==> src/rtl/pcrs_pkg.sv <==
`timescale 1ns/1ps
package pcrs_pkg;
  localparam int CTRL_W   = 64;
  localparam int B_GLUE   = 0;
  localparam int B_CORE   = 1;
  localparam int B_CCLK   = 4;
  localparam int SEL_LO   = 24;
  localparam int SEL_W    = 3;
  localparam int B_DRST   = 28;
  localparam int B_BYP    = 29;
  localparam int B_HEN    = 30;
  localparam int RATIO_W  = 6;

  localparam logic [CTRL_W-1:0] CTRL_MASK  = 64'h0000_0000_7700_0013;
  localparam logic [CTRL_W-1:0] CTRL_RESET = 64'h0000_0000_1000_0003;

  function automatic logic [RATIO_W-1:0] ratio_of(input logic [SEL_W-1:0] code);
    case (code)
      3'd0:    ratio_of = 6'd1;
      3'd1:    ratio_of = 6'd2;
      3'd2:    ratio_of = 6'd4;
      3'd3:    ratio_of = 6'd6;
      3'd4:    ratio_of = 6'd8;
      3'd5:    ratio_of = 6'd16;
      3'd6:    ratio_of = 6'd24;
      default: ratio_of = 6'd32;
    endcase
  endfunction
endpackage

==> src/rtl/pcrs_ctrl_reg.sv <==
`timescale 1ns/1ps
module pcrs_ctrl_reg
  import pcrs_pkg::*;
#(
  parameter int W = CTRL_W,
  parameter logic [W-1:0] MASK = CTRL_MASK,
  parameter logic [W-1:0] INIT = CTRL_RESET
) (
  input  logic         clk,
  input  logic         rst,
  input  logic         wr_en,
  input  logic [W-1:0] wr_data,
  output logic [W-1:0] ctrl
);
  always_ff @(posedge clk) begin
    if (rst)        ctrl <= INIT;
    else if (wr_en) ctrl <= wr_data & MASK;
  end


  reserved_zero_chk: assert property (@(posedge clk) disable iff (rst)
    (ctrl & ~MASK) == '0);


  write_lands_chk: assert property (@(posedge clk) disable iff (rst)
    wr_en |=> ctrl == ($past(wr_data) & MASK));
endmodule

==> src/rtl/pcrs_hclk_div.sv <==
`timescale 1ns/1ps
module pcrs_hclk_div
  import pcrs_pkg::*;
#(
  parameter int CNT_W = RATIO_W
) (
  input  logic             clk,
  input  logic             rst,
  input  logic             run,
  input  logic             bypass,
  input  logic [SEL_W-1:0] sel,
  output logic             tick
);
  logic [CNT_W-1:0] cnt;
  logic [CNT_W-1:0] lim;

  assign lim = CNT_W'(ratio_of(sel) - 6'd1);

  always_ff @(posedge clk) begin
    if (rst || !run) begin
      cnt  <= '0;
      tick <= 1'b0;
    end else if (bypass) begin
      cnt  <= '0;
      tick <= 1'b1;
    end else if (cnt >= lim) begin
      cnt  <= '0;
      tick <= 1'b1;
    end else begin
      cnt  <= cnt + 1'b1;
      tick <= 1'b0;
    end
  end


  gated_idle_chk: assert property (@(posedge clk) disable iff (rst)
    !run |=> !tick);


  bypass_pass_chk: assert property (@(posedge clk) disable iff (rst)
    (run && bypass) |=> tick);
endmodule

==> src/rtl/pcrs_wait_win.sv <==
`timescale 1ns/1ps
module pcrs_wait_win #(
  parameter int WAIT = 20,
  localparam int CW  = $clog2(WAIT + 1)
) (
  input  logic clk,
  input  logic rst,
  input  logic clr,
  input  logic tick,
  output logic done
);
  logic [CW-1:0] cnt;

  always_ff @(posedge clk) begin
    if (rst || clr) begin
      cnt  <= '0;
      done <= 1'b0;
    end else if (tick && !done) begin
      cnt  <= cnt + 1'b1;
      if (cnt == CW'(WAIT - 1)) done <= 1'b1;
    end
  end


  rise_on_tick_chk: assert property (@(posedge clk) disable iff (rst)
    $rose(done) |-> $past(tick) && !$past(clr));


  clear_drops_chk: assert property (@(posedge clk) disable iff (rst)
    clr |=> !done);
endmodule

==> src/rtl/periph_clkrst_seq.sv <==
`timescale 1ns/1ps
module periph_clkrst_seq
  import pcrs_pkg::*;
#(
  parameter int LONG_WAIT  = 20,
  parameter int SHORT_WAIT = 10
) (
  input  logic              clk,
  input  logic              rst,
  input  logic              wr_en,
  input  logic [CTRL_W-1:0] wr_data,
  output logic [CTRL_W-1:0] rd_data,
  output logic              hclk_tick,
  output logic              glue_rst,
  output logic              core_rst,
  output logic              unit_en,
  output logic              hclk_wait_done,
  output logic              core_wait_done,
  output logic              access_ok
);
  logic [CTRL_W-1:0] ctrl;
  logic run;
  logic glue_d;

  pcrs_ctrl_reg u_ctrl (
    .clk(clk), .rst(rst), .wr_en(wr_en), .wr_data(wr_data), .ctrl(ctrl)
  );

  assign run = ctrl[B_HEN] && !ctrl[B_DRST];

  pcrs_hclk_div u_div (
    .clk(clk), .rst(rst), .run(run), .bypass(ctrl[B_BYP]),
    .sel(ctrl[SEL_LO +: SEL_W]), .tick(hclk_tick)
  );

  pcrs_wait_win #(.WAIT(LONG_WAIT)) u_win_start (
    .clk(clk), .rst(rst), .clr(!run), .tick(hclk_tick), .done(hclk_wait_done)
  );

  pcrs_wait_win #(.WAIT(SHORT_WAIT)) u_win_glue (
    .clk(clk), .rst(rst), .clr(glue_rst), .tick(hclk_tick), .done(core_wait_done)
  );

  pcrs_wait_win #(.WAIT(SHORT_WAIT)) u_win_core (
    .clk(clk), .rst(rst), .clr(core_rst), .tick(hclk_tick), .done(access_ok)
  );

  assign glue_d = ctrl[B_GLUE] || !hclk_wait_done;

  always_ff @(posedge clk) begin
    if (rst) begin
      glue_rst <= 1'b1;
      core_rst <= 1'b1;
    end else begin
      glue_rst <= glue_d;
      core_rst <= ctrl[B_CORE] || glue_d || !core_wait_done;
    end
  end

  assign rd_data = ctrl;
  assign unit_en = ctrl[B_CCLK];


  core_after_glue_chk: assert property (@(posedge clk) disable iff (rst)
    !core_rst |-> !glue_rst);


  glue_hold_chk: assert property (@(posedge clk) disable iff (rst)
    !hclk_wait_done |=> glue_rst);


  core_hold_chk: assert property (@(posedge clk) disable iff (rst)
    !core_wait_done |=> core_rst);


  access_gate_chk: assert property (@(posedge clk) disable iff (rst)
    core_rst |=> !access_ok);
endmodule

==> config.mk <==
export PLATFORM = sky130hd
export DESIGN_NAME = periph_clkrst_seq
export DESIGN_NICKNAME = d
export VERILOG_FILES = /design/src/rtl/pcrs_pkg.sv /design/src/rtl/pcrs_ctrl_reg.sv /design/src/rtl/pcrs_hclk_div.sv /design/src/rtl/pcrs_wait_win.sv /design/src/rtl/periph_clkrst_seq.sv
export SDC_FILE = /design/constraint.sdc
export NUM_CORES = 1
export LEC_CHECK = 0
export ABC_AREA = 1
export ABC_CLOCK_PERIOD_IN_PS = 2600
export BUFFER_PORTS_ARGS = -buffer_cell sky130_fd_sc_hd__buf_2
export CAP_MARGIN = 20
export CORE_ASPECT_RATIO = 1.1
export CORE_UTILIZATION = 46
export DETAILED_ROUTE_END_ITERATION = 7
export PLACE_DENSITY_LB_ADDON = 0.1
export SLEW_MARGIN = 20
export SYNTH_ARGS = -nofsm -noshare
export SYNTH_HDL_FRONTEND = slang
export SYNTH_HIERARCHICAL = 1
export SYNTH_SLANG_ARGS = --single-unit
==> constraint.sdc <==
create_clock -name clk -period 2.6 [get_ports clk]
set_input_delay 0.52 -clock clk [delete_from_list [all_inputs] [get_ports clk]]
set_output_delay 0.52 -clock clk [all_outputs]
set_load 0.005 [all_outputs]
==> qor.csv <==
metric,value,unit
slowest cell on the critical path,dfxtp_1,
Overflow after GRT,0,
Fmax,574.9,MHz
ant diodes,0,
R2R Setup Slk,860,ps
Nets,403,
"most used cell, CP",nand2_1,
TritonCTS Buffers,5,
number of buffers on the longest clock path,2,
Clock Root Buffer,clkbuf_8,
drt pass-1 iters,4,
"slowest stage delay, CP",340,ps
Crit path max-delay family,simple AND/OR/NAND/NOR gates,
post-route ant nets,0,
hold path start,wr_data[28],
min Tclk post-route,1739,ps
Ys Warns,6,
Vias/cell,4.106,
Clock Pin Slew Worst Setup and Hold Paths,70,ps
die width,66.89,um
adder-cell share of the synthesized area,7.634,%
largest family of logic cells by synthesized area,buffers and inverters,
power density over the cells,497.2,nW/um^2
worst hold slack,443.3,ps
antenna violations before repair,0,
switch share,23.98,%
worst skew pair latency,290,ps
initial DRC count,41,
DIE AREA,4908,um^2
unrepaired setup endpoints after global routing,no,
dpl hpwl,2523,um
final worst path period share,66.90,%
Pleak,1.059,nW
sequential cell area,680.7,um^2
global-route wire length before repair,5016,um
share of cells above drive strength 1,15.74,%
# rows,25,
WP data arrival,1960,ps
XOR/XNOR Fraction of Synth Area,2.466,%
crit-path max FO,6,
Hold WC Path Type,in2reg,
DR WL/cell,8.407,um
Multi-input gate area,1056,um^2
Max Slew Vio Count,0,
register area share after synthesis,31.94,%
post-synthesis compound-gate area fraction,4.639,%
Starting Density,48.66,%
RePlAce Congestion,0.7382,
"Primary FF master, synth",dfxtp_1,
clock network power share,41.6,%
critical-path cell list,"nor2_1, nand2_1, ha_1, xor2_1, ha_1, nand2_1, nand2_1, a21oi_2, nand3_2, nor2_1",
combinational group share of total power,9.0,%
Top-Level Pins,138,
largest net degree at the start of global routing,17,
clk_skew,3.904,ps
CP endpoint kind,flop,
Synth async-reset ratio,0,%
area grow syn2layout,3.406,%
post-layout util,50.31,%
Critical Path Start Type,flop,
number of global-route vias before repair,1229,
Vias,1552,
Finished Layout Cells,378,
RR Startpoint,u_ctrl/ctrl[24]$_SDFFE_PP0P_,
Psw,0.2627,mW
final WL,3178,um
Synth Area per Inst,7.272,um^2
"Hold-fix buffers, CTS",0,
Port Buffers,27,
max-cap violations,0,
Post-Route Setup TNS,0,ps
worst path buffer plus inverter count,0,
number of enable flip-flop cells after synthesis,0,
critical setup path kind,reg2reg,
Mapped Cells,293,
endpoints failing setup,0,
status,"complete, no violations",
Power Internal,0.8328,mW
crit path from,u_ctrl/ctrl[24]$_SDFFE_PP0P_,
CTS tree,built,
Filler Cell Count,472,
# DRC,0,
maximum VDD drop,240.5,uV
Synth Area in Simple Gates,24.96,%
count of final hold-check violations,0,
Total GRT Usage,13.61,%
#FFs+latches synth,34,
synthesized area,2131,um^2
htree depth,2,
Die Height,73.38,um
"Req. time, crit path",2820,ps
dpl cells,370,
library cells used by synthesis,24,
setup bufs post-CTS,0,
Core ar.,4379,um^2
Resized cells post-CTS,0,
mux contribution to synthesized area,0,%
Clock Sinks,34,
sequential group share of total power,49.4,%
kinds of logic (layout without fill, tap and decap cells):
group,after synthesis,count (layout)
other cells,2,56
simple gates,121,121
compound gates,18,18
flops,34,34
buf+inv,99,76
xor+xnor,6,6
fa+ha+maj,13,13
cells in the final DEF, fill, tap and decap left out, types with 2 or more instances in the layout:
master,instances
conb_1,56
nor2_2,5
inv_2,3
nand2_2,2
a21oi_1,9
nor2_4,4
o21ai_1,4
inv_1,37
xor2_1,4
ha_1,13
nor2_1,40
nand3_1,11
buf_2,27
o21ai_0,2
dfxtp_1,34
nand4_1,4
clkbuf_8,8
nand2_1,54
xnor2_1,2
synthesized netlist by cell type (3+ instances only):
master	number	area share [%]
inv_2	3	0.53
dfxtp_1	34	32
nor2_4	4	2.1
xor2_1	4	1.6
o21ai_1	4	0.94
nor2_1	40	7.0
ha_1	13	7.6
nand2_1	54	9.5
nand4_1	4	1.2
a21oi_1	9	2.1
nand3_1	11	2.6
buf_4	56	20
inv_1	37	6.5
nor2_2	5	1.5
power groups by stage:
| stage | clock network (mW) | logic, mW | registers (mW) |
|---|---|---|---|
| after floorplan | 0 | 0.132 | 0.552 |
| after global placement | 0 | 0.0970 | 0.554 |
| after detailed placement | 0 | 0.0982 | 0.554 |
| after CTS | 0.473 | 0.0986 | 0.542 |
| after global routing | 0.488 | 0.118 | 0.543 |
| final | 0.456 | 0.0982 | 0.541 |
sequential cells by signal, summed over array words and instances, names as in the netlist:
register	cells
u_win_start/cnt	5
u_win_start/done	1
u_div/cnt	6
u_win_glue/done	1
u_win_core/done	1
glue_rst	1
u_win_core/cnt	4
u_ctrl/ctrl	9
u_div/tick	1
core_rst	1
u_win_glue/cnt	4
final timing paths:
path,cells past startpoint,end
setup / recovery,10,u_div/cnt[4]$_SDFF_PP0_
hold / removal,3,u_ctrl/ctrl[28]$_SDFFE_PP1P_
setup reg to reg,10,u_div/cnt[4]$_SDFF_PP0_
hold reg to reg,1,u_div/cnt[0]$_SDFF_PP0_
final cells by class:
| class | instances | share of cell area (%) |
|---|---|---|
| multi-input combinational | 214 | 47.93 |
| sequential | 34 | 30.89 |
| clock buffer | 8 | 4.997 |
| timing repair buffer | 27 | 6.133 |
| inverter | 41 | 6.985 |
| tap | 54 | 3.066 |
metal layers:
layer	global-route usage [%]	up-vias	wire [um]
met5	0	-	0
met4	5.674	0	39
met3	4.193	4	177
met2	21.55	57	1396
met1	16.97	655	1564
li1	-	836	-
stage by stage:
stage / total power, mW / worst slack (ps) / cell area [um^2]
after floorplan: 0.6841 / 1008 / 2333
after global placement: 0.6505 / 895.5 / 2093
after detailed placement: 0.6517 / 852.1 / 2093
after CTS: 1.113 / 835.7 / 2203
after global routing: 1.148 / 681.0 / 2203
final: 1.096 / 860.6 / 2203
worst reg2reg max path: stages (launching register included):
cell	delay, ps
dfxtp_1	340
nor2_1	140
nand2_1	90
ha_1	210
xor2_1	160
ha_1	170
nand2_1	60
nand2_1	50
a21oi_2	140
nand3_2	160
nor2_1	140
Note: power is estimated with default switching activity, not from simulation.
